**src/rtl/dvt_pkg.sv**
```systemverilog
package dvt_pkg;
  localparam int ADDR_W       = 48;
  localparam int REGION_SHIFT = 12;
  localparam int BLOCK_SHIFT  = 6;
  localparam int TRACK_N      = 4;

  localparam int IDX_W = REGION_SHIFT - BLOCK_SHIFT;
  localparam int VEC_W = 1 << IDX_W;
  localparam int RGN_W = ADDR_W - REGION_SHIFT;
  localparam int WAY_W = (TRACK_N > 1) ? $clog2(TRACK_N) : 1;
  localparam int CNT_W = IDX_W + 1;

  // Strobes from control to datapath for one fill
  typedef struct packed {
    logic             touch;   // a fill updates slot `way`
    logic             alloc;   // slot is (re)allocated to a new region
    logic             close;   // repeat fill: publish and restart
    logic [WAY_W-1:0] way;
    logic [IDX_W-1:0] bitIdx;
    logic [RGN_W-1:0] region;
  } dvStrobe_t;
endpackage

```
**src/rtl/dvt_ctrl.sv**
```systemverilog
module dvt_ctrl
  import dvt_pkg::*;
(
  input  logic               clk,
  input  logic               rst_n,
  input  logic               fillValid,
  input  logic [ADDR_W-1:0]  fillAddr,
  input  logic [TRACK_N-1:0] wayMarked,
  output dvStrobe_t          strobe
);
  logic [TRACK_N-1:0] tagValid;
  logic [RGN_W-1:0]   tagRgn [TRACK_N];
  logic [WAY_W-1:0]   age    [TRACK_N];

  logic [RGN_W-1:0]   fillRgn;
  logic [IDX_W-1:0]   fillBit;
  logic [TRACK_N-1:0] hitVec;
  logic               hitAny;
  logic [WAY_W-1:0]   hitWay;
  logic [WAY_W-1:0]   victim;
  logic               foundFree;
  logic [WAY_W-1:0]   selWay;

  assign fillRgn = fillAddr[ADDR_W-1:REGION_SHIFT];
  assign fillBit = fillAddr[REGION_SHIFT-1:BLOCK_SHIFT];

  for (genvar g = 0; g < TRACK_N; g++) begin : g_match
    assign hitVec[g] = tagValid[g] && (tagRgn[g] == fillRgn);
  end

  assign hitAny = |hitVec;

  always_comb begin
    hitWay    = '0;
    victim    = '0;
    foundFree = 1'b0;
    for (int i = 0; i < TRACK_N; i++) begin
      if (hitVec[i]) hitWay = WAY_W'(i);
    end
    for (int i = TRACK_N - 1; i >= 0; i--) begin
      if (!tagValid[i]) begin
        victim    = WAY_W'(i);
        foundFree = 1'b1;
      end
    end
    if (!foundFree) begin
      for (int i = 0; i < TRACK_N; i++) begin
        if (age[i] == WAY_W'(TRACK_N - 1)) victim = WAY_W'(i);
      end
    end
  end

  assign selWay = hitAny ? hitWay : victim;

  always_comb begin
    strobe.touch  = fillValid;
    strobe.alloc  = fillValid && !hitAny;
    strobe.close  = fillValid && hitAny && wayMarked[hitWay];
    strobe.way    = selWay;
    strobe.bitIdx = fillBit;
    strobe.region = fillRgn;
  end

  always_ff @(posedge clk) begin
    if (!rst_n) begin
      tagValid <= '0;
      for (int i = 0; i < TRACK_N; i++) begin
        tagRgn[i] <= '0;
        age[i]    <= WAY_W'(i);
      end
    end else if (fillValid) begin
      tagValid[selWay] <= 1'b1;
      tagRgn[selWay]   <= fillRgn;
      for (int i = 0; i < TRACK_N; i++) begin
        if (WAY_W'(i) == selWay)       age[i] <= '0;
        else if (age[i] < age[selWay]) age[i] <= age[i] + 1'b1;
      end
    end
  end
endmodule

```
**src/rtl/dvt_datapath.sv**
```systemverilog
module dvt_datapath
  import dvt_pkg::*;
(
  input  logic               clk,
  input  logic               rst_n,
  input  dvStrobe_t          strobe,
  output logic [TRACK_N-1:0] wayMarked,
  output logic               doneValid,
  output logic [RGN_W-1:0]   doneRegion,
  output logic [VEC_W-1:0]   doneVector,
  output logic [CNT_W-1:0]   donePop,
  output logic [CNT_W-1:0]   doneRun,
  output logic [CNT_W-1:0]   doneSim
);
  logic [VEC_W-1:0] curVec  [TRACK_N];
  logic [VEC_W-1:0] prevVec [TRACK_N];
  logic [TRACK_N-1:0] hasPrev;

  logic [VEC_W-1:0] fillMask;
  assign fillMask = VEC_W'(1) << strobe.bitIdx;

  for (genvar g = 0; g < TRACK_N; g++) begin : g_mark
    assign wayMarked[g] = curVec[g][strobe.bitIdx];
  end

  always_ff @(posedge clk) begin
    if (!rst_n) begin
      hasPrev <= '0;
      for (int i = 0; i < TRACK_N; i++) begin
        curVec[i]  <= '0;
        prevVec[i] <= '0;
      end
    end else if (strobe.touch) begin
      if (strobe.alloc) begin
        curVec[strobe.way]  <= fillMask;
        prevVec[strobe.way] <= '0;
        hasPrev[strobe.way] <= 1'b0;
      end else if (strobe.close) begin
        prevVec[strobe.way] <= curVec[strobe.way];
        hasPrev[strobe.way] <= 1'b1;
        curVec[strobe.way]  <= fillMask;
      end else begin
        curVec[strobe.way]  <= curVec[strobe.way] | fillMask;
      end
    end
  end

  // Stage 1: capture the finished vector and its predecessor
  logic             s1Valid;
  logic [RGN_W-1:0] s1Rgn;
  logic [VEC_W-1:0] s1Vec;
  logic [VEC_W-1:0] s1Prev;
  logic             s1HasPrev;

  always_ff @(posedge clk) begin
    if (!rst_n) begin
      s1Valid   <= 1'b0;
      s1Rgn     <= '0;
      s1Vec     <= '0;
      s1Prev    <= '0;
      s1HasPrev <= 1'b0;
    end else begin
      s1Valid <= strobe.close;
      if (strobe.close) begin
        s1Rgn     <= strobe.region;
        s1Vec     <= curVec[strobe.way];
        s1Prev    <= prevVec[strobe.way];
        s1HasPrev <= hasPrev[strobe.way];
      end
    end
  end

  // Stage 2: counts over the captured vector
  logic [CNT_W-1:0] popCnt, runBest, runCur, diffCnt;
  logic [VEC_W-1:0] diffVec;
  assign diffVec = s1Vec ^ s1Prev;

  always_comb begin
    popCnt  = '0;
    diffCnt = '0;
    runBest = '0;
    runCur  = '0;
    for (int i = 0; i < VEC_W; i++) begin
      popCnt  = popCnt + CNT_W'(s1Vec[i]);
      diffCnt = diffCnt + CNT_W'(diffVec[i]);
      runCur  = s1Vec[i] ? runCur + 1'b1 : '0;
      if (runCur > runBest) runBest = runCur;
    end
  end

  always_ff @(posedge clk) begin
    if (!rst_n) begin
      doneValid  <= 1'b0;
      doneRegion <= '0;
      doneVector <= '0;
      donePop    <= '0;
      doneRun    <= '0;
      doneSim    <= '0;
    end else begin
      doneValid <= s1Valid;
      if (s1Valid) begin
        doneRegion <= s1Rgn;
        doneVector <= s1Vec;
        donePop    <= popCnt;
        doneRun    <= runBest;
        doneSim    <= s1HasPrev ? CNT_W'(VEC_W) - diffCnt : '0;
      end
    end
  end
endmodule

```
**src/rtl/density_epoch_tracker.sv**
```systemverilog
module density_epoch_tracker
  import dvt_pkg::*;
(
  input  logic              clk,
  input  logic              rst_n,
  input  logic              fillValid,
  input  logic [ADDR_W-1:0] fillAddr,
  output logic              doneValid,
  output logic [RGN_W-1:0]  doneRegion,
  output logic [VEC_W-1:0]  doneVector,
  output logic [CNT_W-1:0]  donePop,
  output logic [CNT_W-1:0]  doneRun,
  output logic [CNT_W-1:0]  doneSim
);
  dvStrobe_t          strobe;
  logic [TRACK_N-1:0] wayMarked;

  dvt_ctrl u_ctrl (
    .clk       (clk),
    .rst_n     (rst_n),
    .fillValid (fillValid),
    .fillAddr  (fillAddr),
    .wayMarked (wayMarked),
    .strobe    (strobe)
  );

  dvt_datapath u_dp (
    .clk        (clk),
    .rst_n      (rst_n),
    .strobe     (strobe),
    .wayMarked  (wayMarked),
    .doneValid  (doneValid),
    .doneRegion (doneRegion),
    .doneVector (doneVector),
    .donePop    (donePop),
    .doneRun    (doneRun),
    .doneSim    (doneSim)
  );
endmodule

```
**config.mk**
```make
export PLATFORM = sky130hd
export DESIGN_NAME = density_epoch_tracker
export DESIGN_NICKNAME = d
export VERILOG_FILES = /design/src/rtl/dvt_pkg.sv /design/src/rtl/dvt_ctrl.sv /design/src/rtl/dvt_datapath.sv /design/src/rtl/density_epoch_tracker.sv
export SDC_FILE = /design/constraint.sdc
export NUM_CORES = 2
export LEC_CHECK = 0
export BUFFER_PORTS_ARGS = -buffer_cell sky130_fd_sc_hd__buf_2
export CORE_MARGIN = 8
export CORE_UTILIZATION = 30
export DETAILED_ROUTE_END_ITERATION = 12
export PLACE_DENSITY = 0.54
export RECOVER_POWER = 100
export SLEW_MARGIN = 20
export SYNTH_ARGS = -nofsm -noshare
export SYNTH_HDL_FRONTEND = slang
export SYNTH_HIERARCHICAL = 1
export SYNTH_SLANG_ARGS = --single-unit
```
**constraint.sdc**
```tcl
create_clock -name clk -period 148.3 [get_ports clk]
set_input_delay 14.83 -clock clk [delete_from_list [all_inputs] [get_ports clk]]
set_output_delay 14.83 -clock clk [all_outputs]
set_load 0.005 [all_outputs]
```
* Yosys cells after proc, flatten, opt, wreduce, memory -nomap -nowiden *
Memory sizes are Yosys's and may differ from the RTL's. A register that Yosys moved wholly into a read port is not among the register bits.
Index checks and enable logic that the tools add are counted.

operators by class
  $add $sub $neg = 194
  bitwise gates (word level) = 17
  reduce and logical (&&, ||, !) cells = 17
  shift-type cells = 1
  multiplexer cells = 236
  order comparisons = 72
  eq/ne operators = 11

operators with widths
  kind                                                                          number
  7-bit two-way mux                                                             128
  7-bit by 1-bit adder with 7-bit output                                        124
  7-bit by 1-bit adder with 7-bit output, second input constant                 63
  7-bit > comparator                                                            63
  64-bit two-way mux                                                            5
  36-bit equality test                                                          4
  64-bit OR reduction                                                           2
  1-bit two-way mux                                                             70
  64-bit OR                                                                     1
  1-bit by 6-bit << shifter with 64-bit output, first input constant            1
  64-bit bitwise XOR                                                            1
  2-bit two-way mux                                                             23
  36-bit two-way mux                                                            1
  36-bit OR reduction                                                           1
  1-bit binary-select mux with 6-bit select                                     4
  1-bit OR                                                                      11
  2-bit by 1-bit adder with 2-bit output, second input constant                 4
  2-bit equality test, second input constant                                    4
  1-bit logical AND                                                             8
  2-bit less-than comparator                                                    4
  4-bit two-way mux                                                             2
  4-bit OR                                                                      2
  7-bit by 1-bit > comparator with 1-bit output, second input constant          1
  6-bit by 7-bit less-than comparator with 1-bit output, second input constant  1
  15 further kinds                                                              20

storage, ports and cells
  bits in writable memories = 664
  bits of input ports = 51
  output and inout bits = 122
  register bits after elaboration = 232
  word-level logic and storage cells = 564
  memories = 4

memories
  memory         words  bits a word  read ports  clocked after memory_dff  write ports  line                RTL
  u_dp.curVec    4      64           5           0                         4            dvt_datapath.sv:15  logic [VEC_W-1:0] curVec [TRACK_N];
  u_dp.prevVec   4      64           1           1                         4            dvt_datapath.sv:16  logic [VEC_W-1:0] prevVec [TRACK_N];
  u_ctrl.tagRgn  4      36           4           0                         4            dvt_ctrl.sv:12      logic [RGN_W-1:0] tagRgn [TRACK_N];
  u_ctrl.age     4      2            5           0                         4            dvt_ctrl.sv:13      logic [WAY_W-1:0] age [TRACK_N];

* Longest topological paths before layout *
  word-level depth = 129
  gate-level depth with buffers = 604
  depth with buffers taken out = 579

* Modules after synthesis *
Netlist, hierarchy kept.

modules (own cells, without submodules)
  module        cells each  times used  area an instance (µm²)  sequential area each (µm²)
  dvt_datapath  6,795       1           63,922.6                21,220.4
  dvt_ctrl      788         1           8,536.9                 4,644.5

* Least setup slack after synthesis *
No wires, ideal clock.

  kind = register -> register
  from = register u_dp.s1Vec[0], read port of u_dp.curVec
  to = register u_dp.doneRun[0]
  cell stages (with the launch flop) = 547
  required time = 148.213 ns
  setup slack = 50.229 ns
  library setup time = 0.087 ns
  period minus slack after synthesis = 98.071 ns
  data arrival time = 97.984 ns
  cells stage by stage = dfxtp_1 -> clkbuf_1 -> inv_1 -> ha_1 -> ha_1 -> and2_1 -> ha_1 -> o21bai_1 -> a21oi_1 -> a21oi_1 -> or3_1 -> and2_1 -> ha_1 -> nor2b_1 -> o21ai_0 -> a32oi_1 -> o21ba_2 -> a31oi_1 -> [511 not listed] -> a21o_1 -> a21o_1 -> a221oi_1 -> a41o_1 -> clkbuf_1 -> nand2_1 -> o21ai_0 -> ha_1 -> nor2b_1 -> o21ai_0 -> nand2b_1 -> a221oi_1 -> a41oi_1 -> inv_1 -> o21ai_0 -> o211ai_1 -> o211ai_1 -> o31ai_1

on the way
  longest elaborated chain between the ends = 129
  elaborated cells on any way between the ends = 255
  classes of those cells = add/sub (63); order compare (64); mux (128)

ends and longest elaborated chain
  item                                                                                                            line                                    RTL
  start: declaration                                                                                              dvt_datapath.sv:51                      logic [VEC_W-1:0] s1Vec;
  1-bit two-way mux (*)                                                                                           dvt_datapath.sv:86                      runCur = s1Vec[i] ? runCur + 1'b1 : '0;
  7-bit by 1-bit adder with 7-bit output / 7-bit by 1-bit > comparator with 1-bit output (equally long branches)  dvt_datapath.sv:86, dvt_datapath.sv:87
  7-bit two-way mux (on tied branches)                                                                            dvt_datapath.sv:86, dvt_datapath.sv:87
  7-bit by 1-bit adder with 7-bit output / 7-bit > comparator (equally long branches)                             dvt_datapath.sv:86, dvt_datapath.sv:87
  7-bit two-way mux (on tied branches)                                                                            dvt_datapath.sv:86, dvt_datapath.sv:87
  7-bit by 1-bit adder with 7-bit output / 7-bit > comparator (equally long branches)                             dvt_datapath.sv:86, dvt_datapath.sv:87
  7-bit two-way mux (on tied branches)                                                                            dvt_datapath.sv:86, dvt_datapath.sv:87
  7-bit by 1-bit adder with 7-bit output / 7-bit > comparator (equally long branches)                             dvt_datapath.sv:86, dvt_datapath.sv:87
  [113 not listed]                                                                                                -
  7-bit by 1-bit adder with 7-bit output / 7-bit > comparator (equally long branches)                             dvt_datapath.sv:86, dvt_datapath.sv:87
  7-bit two-way mux (on tied branches)                                                                            dvt_datapath.sv:86, dvt_datapath.sv:87
  7-bit by 1-bit adder with 7-bit output / 7-bit > comparator (equally long branches)                             dvt_datapath.sv:86, dvt_datapath.sv:87
  7-bit two-way mux (on tied branches)                                                                            dvt_datapath.sv:86, dvt_datapath.sv:87
  7-bit by 1-bit adder with 7-bit output / 7-bit > comparator (equally long branches)                             dvt_datapath.sv:86, dvt_datapath.sv:87
  7-bit two-way mux (on tied branches)                                                                            dvt_datapath.sv:86, dvt_datapath.sv:87
  7-bit > comparator                                                                                              dvt_datapath.sv:87                      if (runCur > runBest) runBest = runCur;
  7-bit two-way mux (*)                                                                                           dvt_datapath.sv:87
  end signal: assignment                                                                                          dvt_datapath.sv:105                     doneRun <= runBest;
  end: declaration                                                                                                dvt_datapath.sv:12                      output logic [CNT_W-1:0] doneRun,

Every way passes the cells marked *; elsewhere a longest branch is shown, timed or not.
A chain may end at the register's enable or synchronous reset.

* Final worst setup path *
  from = register u_dp.s1Vec[1], read port of u_dp.curVec
  to = register u_dp.doneRun[0]

on the way
  longest elaborated chain between the ends = 127
  elaborated cells on any way between the ends = 251
  classes of those cells = add/sub (62); order compare (63); mux (126)

ends and longest elaborated chain
  item                                                                                 line
  7-bit two-way mux (*)                                                                dvt_datapath.sv:86
  7-bit by 1-bit adder with 7-bit output / 7-bit > comparator (equally long branches)  dvt_datapath.sv:86, dvt_datapath.sv:87
  7-bit two-way mux (on tied branches)                                                 dvt_datapath.sv:86, dvt_datapath.sv:87
  7-bit by 1-bit adder with 7-bit output / 7-bit > comparator (equally long branches)  dvt_datapath.sv:86, dvt_datapath.sv:87
  7-bit two-way mux (on tied branches)                                                 dvt_datapath.sv:86, dvt_datapath.sv:87
  7-bit by 1-bit adder with 7-bit output / 7-bit > comparator (equally long branches)  dvt_datapath.sv:86, dvt_datapath.sv:87
  7-bit two-way mux (on tied branches)                                                 dvt_datapath.sv:86, dvt_datapath.sv:87
  7-bit by 1-bit adder with 7-bit output / 7-bit > comparator (equally long branches)  dvt_datapath.sv:86, dvt_datapath.sv:87
  [111 not listed]                                                                     -
  7-bit by 1-bit adder with 7-bit output / 7-bit > comparator (equally long branches)  dvt_datapath.sv:86, dvt_datapath.sv:87
  7-bit two-way mux (on tied branches)                                                 dvt_datapath.sv:86, dvt_datapath.sv:87
  7-bit by 1-bit adder with 7-bit output / 7-bit > comparator (equally long branches)  dvt_datapath.sv:86, dvt_datapath.sv:87
  7-bit two-way mux (on tied branches)                                                 dvt_datapath.sv:86, dvt_datapath.sv:87
  7-bit by 1-bit adder with 7-bit output / 7-bit > comparator (equally long branches)  dvt_datapath.sv:86, dvt_datapath.sv:87
  7-bit two-way mux (on tied branches)                                                 dvt_datapath.sv:86, dvt_datapath.sv:87
  7-bit > comparator                                                                   dvt_datapath.sv:87
  7-bit two-way mux (*)                                                                dvt_datapath.sv:87

Marked as above.

==> flow_metrics.tcl <==
set metrics [dict create \
    critPathMaxStageDelay_ps 1250 \
    synth_top_cell_area_share_pct 27.5 \
    max-cap-violations 39 \
    yosys-top-cells-count "nor2_1 (979), edfxtp_1 (664), nand2_1 (595)" \
    crit_fanout 17 \
    cpMostUsedCell "o21ai_0" \
    maxUsedRoutingLayer "met5" \
    synth_cells 7583 \
    root_buffer "clkbuf_16" \
    synth_edf_count 664 \
    drt_first_pass_iters 8 \
    clk_pin_slew_ps 70 \
    clk_latency_ps 780 \
    ctsResizeCount 0 \
    ant_nets 0 \
    die_area_um2 258000 \
    synth_area_leader_cell "edfxtp_1" \
    async_reset_ff_share_pct 0 \
    startpoint_type "flip-flop" \
    fillerInstances 24700 \
    ys_seq_elements 960 \
    worstPathRequired_ps 148970 \
    coreArea_um2 240000 \
    synth_flop_cell "edfxtp_1" \
    grt_antenna_before_repair 9 \
    finalHoldViolations 0 \
    multi_input_area_um2 43000 \
    htreeDepth 3 \
    violations "max-capacitance violations, max-slew violations" \
    synth.most_common_cell "nor2_1" \
    rsz0062_at_grt "false" \
    chipHeight_um 507 \
    place.gp.congestion 0.915 \
    synth_cell_type_count 140 \
    setup_tns_ps 0 \
    grt_pass1_vias 58400 \
    die_x_um 507 \
    netlist_area_um2 72500 \
    post_cts_buffers 0 \
    crit_buf_inv 36 \
    hold_path.class "reg2reg" \
    finalWorstPathRequiredPeriod_ps 121780 \
    slew_viol_final 1733 \
    synth_seq_area_share_pct 35.7 \
    drc 0 \
    met1_length_um 105000 \
    netlist_top_cells_area "edfxtp_1 (28%), ha_1 (8.8%), dfxtp_1 (8.2%), mux4_2 (6.6%), nor2_1 (5.1%)" \
    gr-total-overflow 0 \
    drive_above_1_share_pct 9.37 \
    cts_tree "done" \
    ios 173 \
    nets 8282 \
    dp_hpwl_um 171000 \
    crit_slowest_cell "o21ai_0" \
    wirelength_um 235000 \
    wl_met2_um 109000 \
    met3WireLength_um 14700 \
    cts_buffer_depth 3 \
    cts.sinks 960 \
    grt_max_degree 98 \
    outcome "finished, violations left" \
    vias 58200 \
    critPathKind "reg2reg" \
    slew_headroom_pct -224 \
    via_per_inst 5.34 \
    grt_pass1_wl_um 360000 \
    area_growth_pct 10.4 \
    skew_ps 98.9 \
    crit_arrival_ps 122440 \
    syn_avg_cell_area_um2 9.56 \
    buffer_ports.inserted 166 \
    final-seq-area_um2 25900 \
    hold_buffers 0 \
    cts_buffers 108 \
    yosys_warnings 6 \
    tightest_slew_ps 4850 \
    rows 180 \
    finalSetupViolations 0 \
    endpoint_kind "flip-flop" \
    timing.final.crit_share_pct 82.1 \
    drt_iter0_markers 4756 \
    routedWlPerCell_um 21.6 \
    crit_family "compound AO/OA/AOI/OAI gates" \
    initial_utilization_pct 30.2 \
    track_usage_pct 17.6 \
    fmax_ghz 0.00821 \
]
area by class of cell:
type	instances	area share, %
Clock inverter	59	0.787
Tap cell	3185	4.98
Timing Repair Buffer	266	1.68
Sequential cell	960	32.3
Clock buffer	147	3.75
Multi-Input combinational cell	5714	53.8
Inverter	568	2.68
Antenna cell	2	0.00626
final timing paths:
| kind | startpoint | end | slack [ps] | depth (start not counted) |
|---|---|---|---|---|
| worst max-delay path | u_dp/s1Vec[1] | u_dp/doneRun[0] | 26520 | 549 |
| worst min-delay path | flip-flop | flip-flop | 460 | 2 |
| worst max register to register | u_dp/s1Vec[1] | u_dp/doneRun[0] | 26520 | 549 |
| worst min register to register | flip-flop | flip-flop | 460 | 2 |
flip-flops by register name, indices dropped and copies added (netlist names), named ones only:
name,flops
u_ctrl/age,8
u_ctrl/tagRgn,144
u_ctrl/tagValid,4
u_dp/curVec,256
u_dp/donePop,7
u_dp/doneRegion,36
u_dp/doneRun,7
u_dp/doneSim,7
u_dp/doneValid,1
u_dp/doneVector,64
u_dp/prevVec,256
u_dp/s1HasPrev,1
u_dp/s1Prev,64
u_dp/s1Rgn,36
u_dp/s1Valid,1
u_dp/s1Vec,64
placed cells by master (no fill, tap or decap), types with 49 or more instances in the layout:
master | Yosys | final
a21oi_1 | 254 | 254
nor2_1 | 979 | 977
edfxtp_1 | 664 | 664
nand3_1 | 156 | 155
a22oi_1 | 74 | 74
ha_1 | 507 | 507
nand2b_1 | 77 | 75
nor3_1 | 101 | 101
a21o_1 | 112 | 112
clkbuf_1 | 273 | 153
inv_1 | 551 | 551
clkbuf_16 | 0 | 110
o21ai_0 | 306 | 309
xor2_1 | 101 | 101
nor4_1 | 54 | 55
nor2b_1 | 392 | 390
buf_2 | 21 | 66
mux4_2 | 213 | 213
mux2i_1 | 315 | 315
a31oi_1 | 49 | 49
and2_1 | 95 | 89
nand2_1 | 595 | 594
xnor2_1 | 191 | 191
conb_1 | 2 | 76
buf_4 | 48 | 70
o21a_1 | 76 | 76
fa_1 | 106 | 106
nand4_1 | 79 | 79
dfxtp_1 | 296 | 295
cell families (layout without fill, tap and decap cells):
| group | Yosys count | count (layout) | synth area share (%) |
|---|---|---|---|
| compound gates | 1392 | 1392 | 13.2 |
| xor+xnor | 297 | 297 | 3.64 |
| fa+ha+maj | 617 | 617 | 11.7 |
| buf+inv | 983 | 1040 | 5.44 |
| flops | 960 | 960 | 35.7 |
| mux | 583 | 583 | 11.9 |
| other cells | 2 | 78 | 0.0104 |
| simple gates | 2749 | 2749 | 18.4 |
worst register-to-register path, delay by kind of cell, from the launching register on:
| kind | cells | cell delay, ps |
|---|---|---|
| adder cells (fa/ha/maj) | 64 | 17900 |
| buffers and inverters | 36 | 5910 |
| multiplexers | 4 | 1350 |
| AND/OR/NAND/NOR | 170 | 24560 |
| AO/OA/AOI/OAI | 275 | 71250 |
| flip-flops | 1 | 750 |
routing by layer:
metal  up-vias  track usage [%]
li1      27300                -
met1     28800             23.9
met2      1821             29.5
met3       286             2.53
met4         8             4.62
met5         -                0
stage by stage:
stage | worst slack [ps] | utilization, % | cells | hold slack (ps) | area [um2]
after global placement | 30940 | 31.9 | 10700 | 440 | 76700
after detailed placement | 30200 | 31.9 | 10700 | 448 | 76700
after floorplan | 50230 | - | 7657 | 426 | 72700
after global routing | 14750 | 33.3 | 10900 | 469 | 80000
final | 26520 | 33.3 | 10900 | 456 | 80000
after CTS | 29880 | 33.4 | 10900 | 458 | 80300
Power is not shown: default switching activity piles up to over one toggle a cycle in this logic, so the estimate is an artifact.
